### src/rtl/noise_lfsr_pkg.sv
package noise_lfsr_pkg;

    localparam int LFSR_W = 23;
    localparam int NTAP   = 8;
    localparam int OUT_W  = 12;
    localparam int OUT_LO = OUT_W - NTAP;

    typedef enum logic [1:0] {
        PIPE_IDLE   = 2'd0,
        PIPE_EDGE   = 2'd1,
        PIPE_PHASE2 = 2'd2
    } pipe_state_e;

    // Register bit feeding noise output bit OUT_LO + idx
    function automatic int tap_pos(input int idx);
        case (idx)
            0:       return 0;
            1:       return 2;
            2:       return 5;
            3:       return 9;
            4:       return 11;
            5:       return 14;
            6:       return 18;
            default: return 20;
        endcase
    endfunction

    function automatic logic [LFSR_W-1:0] lfsr_advance(input logic [LFSR_W-1:0] v);
        return {v[LFSR_W-2:0], v[22] ^ v[17]};
    endfunction

endpackage

### src/rtl/noise_pipe_fsm.sv
module noise_pipe_fsm
    import noise_lfsr_pkg::*;
(
    input  logic        clk,
    input  logic        rst_n,
    input  logic        edge_i,
    input  logic        test_i,
    output logic        shift_o,
    output logic        wb_block_o,
    output pipe_state_e state_o
);

    pipe_state_e state_q, state_d;

    always_ff @(posedge clk or negedge rst_n) begin
        if (!rst_n) begin
            state_q <= PIPE_IDLE;
        end else begin
            state_q <= state_d;
        end
    end

    always_comb begin
        state_d = state_q;
        if (test_i) begin
            state_d = state_q;
        end else if (edge_i) begin
            state_d = PIPE_EDGE;
        end else begin
            unique case (state_q)
                PIPE_IDLE:   state_d = PIPE_IDLE;
                PIPE_EDGE:   state_d = PIPE_PHASE2;
                PIPE_PHASE2: state_d = PIPE_IDLE;
                default:     state_d = PIPE_IDLE;
            endcase
        end
    end

    always_comb begin
        shift_o    = 1'b0;
        wb_block_o = 1'b0;
        if (!test_i && !edge_i) begin
            unique case (state_q)
                PIPE_IDLE:   ;
                PIPE_EDGE:   wb_block_o = 1'b1;
                PIPE_PHASE2: shift_o    = 1'b1;
                default:     ;
            endcase
        end
    end

    assign state_o = state_q;

endmodule

### src/rtl/noise_test_timer.sv
module noise_test_timer #(
    parameter int HOLD_CYCLES = 256
) (
    input  logic clk,
    input  logic rst_n,
    input  logic test_i,
    output logic reload_o
);

    localparam int CW = (HOLD_CYCLES < 2) ? 1 : $clog2(HOLD_CYCLES + 1);
    localparam logic [CW-1:0] LAST = CW'(HOLD_CYCLES - 1);
    localparam logic [CW-1:0] FULL = CW'(HOLD_CYCLES);

    logic [CW-1:0] cnt_q;

    always_ff @(posedge clk or negedge rst_n) begin
        if (!rst_n) begin
            cnt_q <= '0;
        end else if (!test_i) begin
            cnt_q <= '0;
        end else if (cnt_q != FULL) begin
            cnt_q <= cnt_q + 1'b1;
        end
    end

    assign reload_o = test_i && (cnt_q == LAST);

endmodule

### src/rtl/noise_lfsr_core.sv
module noise_lfsr_core
    import noise_lfsr_pkg::*;
(
    input  logic              clk,
    input  logic              rst_n,
    input  logic              shift_i,
    input  logic              reload_i,
    input  logic              wb_apply_i,
    input  logic [OUT_W-1:0]  wb_value_i,
    output logic [LFSR_W-1:0] lfsr_o
);

    logic [LFSR_W-1:0] lfsr_q, lfsr_d, keep_mask;

    always_comb begin
        keep_mask = '1;
        for (int i = 0; i < NTAP; i++) begin
            keep_mask[tap_pos(i)] = wb_value_i[OUT_LO + i];
        end
    end

    always_comb begin
        if (reload_i) begin
            lfsr_d = '1;
        end else begin
            lfsr_d = shift_i ? lfsr_advance(lfsr_q) : lfsr_q;
            if (wb_apply_i) begin
                lfsr_d = lfsr_d & keep_mask;
            end
        end
    end

    always_ff @(posedge clk or negedge rst_n) begin
        if (!rst_n) begin
            lfsr_q <= '1;
        end else begin
            lfsr_q <= lfsr_d;
        end
    end

    assign lfsr_o = lfsr_q;

endmodule

### src/rtl/noise_lfsr_top.sv
module noise_lfsr_top
    import noise_lfsr_pkg::*;
#(
    parameter int HOLD_CYCLES = 256
) (
    input  logic        clk,
    input  logic        rst_n,
    input  logic        edge_stb,
    input  logic        test_mode,
    input  logic        wb_en,
    input  logic [11:0] wb_value,
    output logic [11:0] noise_out
);

    pipe_state_e       pipe_state;
    logic              shift_fire, wb_block, reload, wb_apply;
    logic [LFSR_W-1:0] lfsr_q;

    noise_pipe_fsm u_fsm (
        .clk        (clk),
        .rst_n      (rst_n),
        .edge_i     (edge_stb),
        .test_i     (test_mode),
        .shift_o    (shift_fire),
        .wb_block_o (wb_block),
        .state_o    (pipe_state)
    );

    noise_test_timer #(.HOLD_CYCLES(HOLD_CYCLES)) u_timer (
        .clk      (clk),
        .rst_n    (rst_n),
        .test_i   (test_mode),
        .reload_o (reload)
    );

    assign wb_apply = wb_en && !test_mode && !wb_block;

    noise_lfsr_core u_core (
        .clk        (clk),
        .rst_n      (rst_n),
        .shift_i    (shift_fire),
        .reload_i   (reload),
        .wb_apply_i (wb_apply),
        .wb_value_i (wb_value),
        .lfsr_o     (lfsr_q)
    );

    assign noise_out[OUT_LO-1:0] = '0;
    for (genvar g = 0; g < NTAP; g++) begin : g_tap
        assign noise_out[OUT_LO + g] = lfsr_q[tap_pos(g)];
    end

endmodule

### config.mk
export PLATFORM = sky130hd
export DESIGN_NAME = noise_lfsr_top
export DESIGN_NICKNAME = d
export VERILOG_FILES = /design/src/rtl/noise_lfsr_pkg.sv /design/src/rtl/noise_pipe_fsm.sv /design/src/rtl/noise_test_timer.sv /design/src/rtl/noise_lfsr_core.sv /design/src/rtl/noise_lfsr_top.sv
export SDC_FILE = /design/constraint.sdc
export NUM_CORES = 1
export LEC_CHECK = 0
export ABC_AREA = 1
export ABC_CLOCK_PERIOD_IN_PS = 4400
export BUFFER_PORTS_ARGS = -buffer_cell sky130_fd_sc_hd__clkbuf_2
export CORE_UTILIZATION = 60
export DETAILED_ROUTE_END_ITERATION = 12
export MAX_ROUTING_LAYER = met4
export PLACE_DENSITY = 0.86
export SLEW_MARGIN = 15
export SYNTH_ARGS = -nofsm -noshare
export SYNTH_HDL_FRONTEND = slang
export SYNTH_SLANG_ARGS = --single-unit
export TNS_END_PERCENT = 10
### constraint.sdc
create_clock -name clk -period 4.4 [get_ports clk]
set_input_delay 0.88 -clock clk [delete_from_list [all_inputs] [get_ports clk]]
set_output_delay 0.88 -clock clk [all_outputs]
set_load 0.03 [all_outputs]
# Word level (Yosys, flattened, before mapping)
# Index checks and enable logic that the tools add are counted.
# word_totals
regBits	34
output_inout_bits	12
elab_cells	29
# op_classes
bitwise	2
mux	11
n_eq_ne	5
addsub	1
reduce_logical	7
# op_table
operator	n
23-bit 2-to-1 mux	3
23-bit AND	1
9-bit 2-to-1 mux	2
9-bit by 1-bit adder with 9-bit output, second input constant	1
9-bit by 8-bit == test with 1-bit output, second input constant	1
9-bit inequality test, second input constant	1
1-bit logical AND	4
1-bit 2-to-1 mux	4
2-bit 2-to-1 mux	2
1-bit logical NOT	3
2-bit by 1-bit == test with 1-bit output, second input constant	1
2-bit == test, second input constant	1
2-bit by 1-bit inequality test with 1-bit output, second input constant	1
1-bit XOR	1

# Logic depth before layout (Yosys ltp)
# Gate-level depths: netlist of run 1.
# depth
ltp_word	7
depth_mapped	8
depth_no_buf	8

# Cells and area by module
# A second synthesis of run 1 with hierarchy kept.
# unflattened
hier_cells	214
hier_area_um2	1813.0
# modules_own_cells
mod	area_each_um2	cells_per_inst	n_inst
noise_lfsr_core	1102.3	118	1
noise_test_timer	571.8	76	1
noise_pipe_fsm	91.3	12	1
noise_lfsr_top	47.5	8	1

# Least setup slack after synthesis of run 1
# OpenSTA, ideal clock, no wires.
# synth_path
path_kind	register to register
start	register u_timer.cnt_q[0]
end	register u_core.lfsr_q[10] (netlist: u_core.lfsr_o[10])
setup_time_ns	0.091
path_stages_with_launch	8
required_time_ns	4.309
arrival_time_ns	1.468
period_less_slack_ns	1.559
slack_ns	2.841
n_path_buf	1
path_cell_list	dfrtp_1 -> ha_1 -> nand3_1 -> nor4_1 -> ha_1 -> nand2_1 -> clkbuf_1 -> nand3_1
# synth_between
elab_chain_len	3
# synth_lines
item	line	source
from (decl)	noise_test_timer.sv:14	logic [CW-1:0] cnt_q;
from (signal assigned)	noise_test_timer.sv:22	cnt_q <= cnt_q + 1'b1;
9-bit by 8-bit == test with 1-bit output	noise_test_timer.sv:26	assign reload_o = test_i && (cnt_q == LAST);
1-bit logical AND	noise_test_timer.sv:26	
23-bit 2-to-1 mux	noise_lfsr_core.sv:23	if (reload_i) begin
to (signal assigned)	noise_lfsr_core.sv:37	lfsr_q <= lfsr_d;
to (decl)	noise_lfsr_core.sv:13	logic [LFSR_W-1:0] lfsr_q, lfsr_d, keep_mask;
# Every way passes these cells.
# A chain may end at the register's enable or synchronous reset.

# Final worst setup path of run 1
# layout_path
start	register u_timer.cnt_q[1]
end	register u_core.lfsr_q[17] (netlist: u_core.lfsr_o[17])
# The elaborated chain is that of the path after synthesis.

==> results.toml, run 1 <==
[timing]
max_freq_mhz = 486
tightest_slew_ps = 789
slew_viol_final = 0
clock_skew_ps = 8.19
hold_violations = 0
max_slew_margin_pct = 47.4
finalCritPeriodShare_pct = 46.8
rsz0062_at_grt = "false"
tns_ps = 0
finalHoldWorstSlack_ps = 491
finalSetupViolCount = 0
fin_ws_ps = 2340
post-route-min-period_ps = 2060

[place]
preCtsSetupSlack_ps = 2270
place_congestion = 0.791
port-buffer-count = 20
dp_hpwl_um = 2260

[detailed_routing]
vias = 1446
wl_per_cell_um = 12.7
drc = 0
drt_iter0_drc = 48
drtPass1Iterations = 4
drt_wl_total_um = 3460
routed_via_density = 5.30
route.antenna.remaining_nets = 0

[clock_network]
clock_latency_ps = 350
cts.sinks = 34
htree_levels = 2
cts_resized = 0
cts-hold-fix-buffers = 0
clkSlewWorstSetupHoldPaths_ps = 100
cts_tree = "done"
clk_root_buffer_cell = "clkbuf_4"
cts_buffers = 5
max-clock-path-buffers = 2
postCtsSetupRepairBufs = 0

[logic_synthesis]
synth_area_mm2 = 0.00181
synthCells = 229
yosys.area.top_type_share_pct = 33.4
ys_types = 23
synth_edf_count = 0
synthArstFlopShare_pct = 100
yosysSeqAreaShare_pct = 48.7
yosysWarnings = 0
synth_top_cell_by_area = "dfstp_2"
synth_area_per_cell_um2 = 7.90
synth_seq_cells = 34
ys.flop_type = "dfstp_2"
synth_area_leaders = "dfstp_2 33%, nand2_1 16%, dfrtp_1 15%"

[cells_and_area]
final_cell_mix = "78 x nand2_1, 36 x nand3_1, 24 x inv_1"
nNetsFinal = 261
n_antenna_cell = 0
drive_gt1_share_pct = 24.0
area_growth_pct = 6.92
final.fill_count = 249
final_common_cell = "nand2_1"

[grt]
antenna_found_initial = 0
grt_max_degree = 35
grt_pass1_wl_um = 5970
overflow = 0
grt_pass1_vias = 1275
grt_use_total_pct = 25.4

[setup_path]
rrSetupSlack_ps = 2340
cpMaxStageDelayCell = "nand2_1"
critPathLaunch = "u_timer.cnt_q[1]$_DFFE_PN0P_"
r2r_cells = 6
regToRegEndpoint = "u_core.lfsr_o[17]$_DFFE_PN1P_"
cp_num_cells = 6
cp_top_family = "simple AND/OR/NAND/NOR gates"
cp_slowest_stage_delay_ps = 450
r2r_start = "u_timer.cnt_q[1]$_DFFE_PN0P_"
required_ps = 4670
path_common_cell = "ha_1"
crit_path_max_fanout = 23
cp-end-kind = "flop"
cp_num_buf_inv = 0
crit_arrival_ps = 2320
endpoint = "u_core.lfsr_o[17]$_DFFE_PN1P_"
crit_chain = "ha_1, nand3_1, nor4_1, ha_1, nand2_1, o211ai_1"
start_kind = "flop"
crit_type = "reg -> reg"

[run_status]
status = "finished, final reports clean"

[floorplanning]
die_w_um = 56.9
initial_core_util_pct = 64.5
dieArea_mm2 = 0.00324
ios = 29
die_y_um = 56.9
core_mm2 = 0.00281
rows = 19

[power]
p_per_area_mw_per_mm2 = 347
p_leak_nw = 1.02
max-vdd-ir-drop_mv = 0.260

[run]
drv_cap = 0

[min_path]
min_path_type = "reg -> reg"
-- worst min path at each step --
stage	start	end	slack, ps	cells after the start
2_1_floorplan	u_core.lfsr_o[3]$_DFFE_PN1P_	u_core.lfsr_o[4]$_DFFE_PN1P_	460	2
3_3_place_gp	u_core.lfsr_o[15]$_DFFE_PN1P_	u_core.lfsr_o[16]$_DFFE_PN1P_	470	2
3_5_place_dp	u_core.lfsr_o[7]$_DFFE_PN1P_	u_core.lfsr_o[8]$_DFFE_PN1P_	480	2
4_1_cts	u_core.lfsr_o[7]$_DFFE_PN1P_	u_core.lfsr_o[8]$_DFFE_PN1P_	490	2
5_1_grt	u_core.lfsr_o[11]$_DFF_PN1_	u_core.lfsr_o[12]$_DFFE_PN1P_	510	2
6_report	u_core.lfsr_o[15]$_DFFE_PN1P_	u_core.lfsr_o[16]$_DFFE_PN1P_	490	2
-- final cells by class --
type                       count  area (µm²)  area share, %
sequential                    34         880           45.5
clock buffer                   8         101           5.24
timing repair buffer          20         100           5.18
multi-input combinational    154         716           37.0
tap                           31        38.8           2.01
inverter                      26        97.6           5.05
-- state kept, by name, indices dropped and copies added (netlist names) --
| register | count |
|---|---|
| u_core.lfsr_o | 23 |
| u_fsm.state_o | 2 |
| u_timer.cnt_q | 9 |
-- metal layers --
layer / GRT usage [%] / share of wire (%) / vias up
met4: 9.76 / 2.5 / 0
met5: - / 0 / -
met1: 34.6 / 45 / 671
met3: 7.60 / 4.9 / 10
li1: - / - / 728
met2: 36.0 / 47 / 37
-- through the flow --
step	cells	util, %	power [mW]	instance area, µm²
2_1_floorplan	232	-	0.402	1820
3_5_place_dp	265	65.3	0.421	1830
5_1_grt	273	68.9	0.698	1930
4_1_cts	273	68.9	0.672	1930
3_3_place_gp	265	65.3	0.418	1830
6_report	273	68.9	0.672	1930
-- report_power, final --
part / internal [mW] / switching, mW / total [mW]
Sequential: 0.335 / 0.0124 / 0.347
Combinational: 0.0217 / 0.0481 / 0.0698
Clock: 0.147 / 0.108 / 0.255
Total: 0.503 / 0.168 / 0.672
-- tightest hold or removal path, stage by stage, from the launching register on --
cell and delay (ps):
dfstp_2 390, nand2_1 50, nand3_1 60
-- cells by family (layout without fill, tap and decap cells) --
logic type      count (synthesis)  in the layout  synth area share (%)
flops                          34             34                  48.7
simple gates                  135            135                  32.7
compound gates                 10             10                  3.04
fa+ha+maj                       3              3                  2.08
buf+inv                        44             54                  12.4
other cells                     1              4                 0.207
xor+xnor                        2              2                 0.969
-- cell usage after synthesis, types with 3 or more instances --
| cell type | count |
|---|---|
| nor2_1 | 13 |
| buf_4 | 13 |
| nor2_4 | 3 |
| ha_1 | 3 |
| nand3_1 | 36 |
| a21oi_1 | 4 |
| dfrtp_1 | 11 |
| o21ai_0 | 4 |
| inv_1 | 24 |
| dfstp_2 | 23 |
| nand2_1 | 78 |
Note: power is estimated with default switching activity, not from simulation.
==> run 2, diff against run 1 <==
--- a/config.mk
+++ b/config.mk
@@ -5,13 +5,13 @@
 export SDC_FILE = /design/constraint.sdc
 export NUM_CORES = 1
 export LEC_CHECK = 0
-export ABC_AREA = 1
-export ABC_CLOCK_PERIOD_IN_PS = 4400
+export ABC_AREA = 0
+export ABC_CLOCK_PERIOD_IN_PS = 1800
 export BUFFER_PORTS_ARGS = -buffer_cell sky130_fd_sc_hd__clkbuf_2
-export CORE_UTILIZATION = 60
+export CORE_UTILIZATION = 50
 export DETAILED_ROUTE_END_ITERATION = 12
 export MAX_ROUTING_LAYER = met4
-export PLACE_DENSITY = 0.86
+export PLACE_DENSITY = 0.77
 export SLEW_MARGIN = 15
 export SYNTH_ARGS = -nofsm -noshare
 export SYNTH_HDL_FRONTEND = slang
==> constraint.sdc (replaced) <==
create_clock -name clk -period 1.8 [get_ports clk]
set_input_delay 0.36 -clock clk [delete_from_list [all_inputs] [get_ports clk]]
set_output_delay 0.36 -clock clk [all_outputs]
set_load 0.03 [all_outputs]
==> run 2 against run 1 <==
Against the previous run: sequential power increased by 130%; final cell count shrank 12%; synthesized area is 3.9% lower; core utilization is 13 points lower; first-iteration DRC count down 25%; synthesized cell count shrank 22%; design area shrank 2.7%; via count down 16%; highest routed layer unchanged.
==> results.toml, run 2 <==
[run_status]
status = "finished, final reports clean"

[power]
p_per_area_mw_per_mm2 = 778
p_leak_nw = 0.814
p_seq_share_pct = 54.3
power_switching_mw = 0.352
swShare_pct = 24.1
intPower_mw = 1.11
max-vdd-ir-drop_mv = 0.526
clockPowerShare_pct = 38.7
power_frac_comb_pct = 7.1

[logic_synthesis]
synth_top_cell_by_area = "dfstp_2"
synth_seq_cells = 34
synthCells = 178
synth_area_per_cell_um2 = 9.76
yosysWarnings = 0
synth_edf_count = 0
ys.flop_type = "dfstp_2"
yosysSeqAreaShare_pct = 50.6
ys_types = 33
synth_area_mm2 = 0.00174
synth_area_leaders = "dfstp_2 35%, dfrtp_1 16%, nand2_1 7.8%"
synthArstFlopShare_pct = 100
synth_most_common_cell = "nand2_1"
yosys.area.top_type_share_pct = 34.8
synthTopCellsByCount = "36 x nand2_1, 23 x dfstp_2, 19 x nand3_1"

[clock_network]
clock_latency_ps = 340
cts-hold-fix-buffers = 0
clk_root_buffer_cell = "clkbuf_4"
cts_buffers = 5
htree_levels = 2
cts_tree = "done"
max-clock-path-buffers = 2
clkSlewWorstSetupHoldPaths_ps = 110
cts.sinks = 34

[timing]
finalHoldWorstSlack_ps = 27.7
slew_viol_final = 0
post-route-min-period_ps = 1610
tns_ps = 0
rsz0062_at_grt = "false"
max_freq_mhz = 623
clock_skew_ps = 11.0
hold_violations = 0
finalCritPeriodShare_pct = 89.2
finalSetupViolCount = 0

[place]
port-buffer-count = 20
place_area_mm2 = 0.00179
dp_hpwl_um = 2090
place_congestion = 0.812
post-place-cells = 231

[cells_and_area]
n_antenna_cell = 0
nNetsFinal = 212
area_growth_pct = 8.21
stdcell_count = 239
utilization_pct = 56.4
drive_gt1_share_pct = 31.1
final_common_cell = "nand2_1"
final_cell_mix = "36 x nand2_1, 23 x dfstp_2, 20 x clkbuf_2"
final_area_mm2 = 0.00188
largest_reg_flops = 23

[floorplanning]
rows = 21
core_mm2 = 0.00334
die_w_um = 61.0
die_y_um = 61.0
initial_core_util_pct = 52.1
ios = 29
dieArea_mm2 = 0.00372

[grt]
grtUsageMet1_pct = 22.6
top_usage_layer = "met2"
grt_use_total_pct = 19.5
overflow = 0
antenna_found_initial = 0
grt_pass1_wl_um = 5020
grt_pass1_vias = 1165
grt.met2_usage_pct = 31.9
grt_max_degree = 35
met3_usage_pct = 5.76

[run]
drv_cap = 0

[min_path]
min_path_type = "in -> async"

[detailed_routing]
drt_wl_total_um = 3000
wl_per_cell_um = 12.6
route.antenna.remaining_nets = 0
drc = 0
drtPass1Iterations = 4
routed_via_density = 5.10
drt_iter0_drc = 36
vias = 1219

[setup_path]
required_ps = 2070
cp-end-kind = "flop"
crit_path_max_fanout = 23
crit_arrival_ps = 1870
crit_type = "reg -> reg"
start_kind = "flop"
==> run 2: cell count changes in the layout (fill, tap and decap cells not counted), moves of 3 or more <==
| cell | delta |
|---|---|
| o21ai_0 | +4 |
| nand3_1 | -17 |
| buf_4 | +3 |
| a21oi_1 | +3 |
| nor3_1 | +9 |
| or3_1 | +3 |
| nand2_1 | -42 |
| mux2i_1 | +8 |
| nor2_1 | -11 |
| o21ai_1 | +5 |
| inv_1 | -19 |
| nor2_4 | -3 |
==> run 2: final timing paths <==
kind | slack, ps | cells past startpoint | end | startpoint
hold reg to reg | 480 | 2 | u_core.lfsr_o[16]$_DFFE_PN1P_ | u_core.lfsr_o[15]$_DFFE_PN1P_
min in group clk | 280 | 3 | u_core.lfsr_o[18]$_DFF_PN1_ | wb_value[10]
setup reg to reg | 190 | 7 | u_core.lfsr_o[14]$_DFF_PN1_ | u_timer.cnt_q[0]$_DFFE_PN0P_
hold / removal | 30 | 2 | u_timer.cnt_q[2]$_DFFE_PN0P_ | rst_n
setup / recovery | 190 | 7 | u_core.lfsr_o[14]$_DFF_PN1_ | u_timer.cnt_q[0]$_DFFE_PN0P_
max in group asynchronous | 1440 | 2 | u_core.lfsr_o[11]$_DFF_PN1_ | rst_n
==> run 2: cells by family after synthesis <==
| group | share of synthesized area [%] |
|---|---|
| multiplexers | 5.26 |
| AO/OA/AOI/OAI | 5.76 |
| flip-flops | 50.6 |
| adder cells (fa/ha/maj) | 2.16 |
| XOR/XNOR | 1.51 |
| buffers and inverters | 10.2 |
| other | 0.216 |
| AND/OR/NAND/NOR | 24.3 |
==> run 2: area by class of cell <==
class	instances	area, µm²
flip-flops and latches	34	880
multi-input cells	121	697
inverters	6	22.5
well taps	46	57.6
fillers	303	1460
clock inverters	3	43.8
repair buffers	24	143
clock buffers	5	37.5
==> run 2: routing by layer <==
metal / wire [µm] / part of all wire (%)
met3: 89 / 3.0
met1: 1360 / 45
met2: 1500 / 50
met4: 50 / 1.7
met5: 0 / 0
==> run 2: worst max-delay path, cell delays in order, from the launching register on <==
cell	delay (ps)
dfrtp_1	420
ha_1	190
nand3_1	190
nor3_2	200
ha_1	160
nand2_1	50
buf_4	210
o21ai_1	100
==> run 2: through the flow <==
step | total power, mW | setup WS, ps
2_1_floorplan | 0.875 | 271
3_3_place_gp | 0.910 | 229
3_5_place_dp | 0.912 | 200
4_1_cts | 1.49 | 189
5_1_grt | 1.54 | 10.1
6_report | 1.46 | 194
==> run 2: power groups by stage <==
stage / Clock, mW / Sequential (mW) / Combinational (mW)
CTS: 0.587 / 0.794 / 0.106
global placement: 0 / 0.806 / 0.103
floorplan: 0 / 0.803 / 0.0721
detailed placement: 0 / 0.806 / 0.106
global route: 0.622 / 0.797 / 0.117
finish: 0.565 / 0.794 / 0.103
==> run 2: repair_timing <==
item                                    in CTS  in global routing
buffers inserted                             0                  0
resized for setup                            0                  1
endpoints found under the setup margin       0                  2
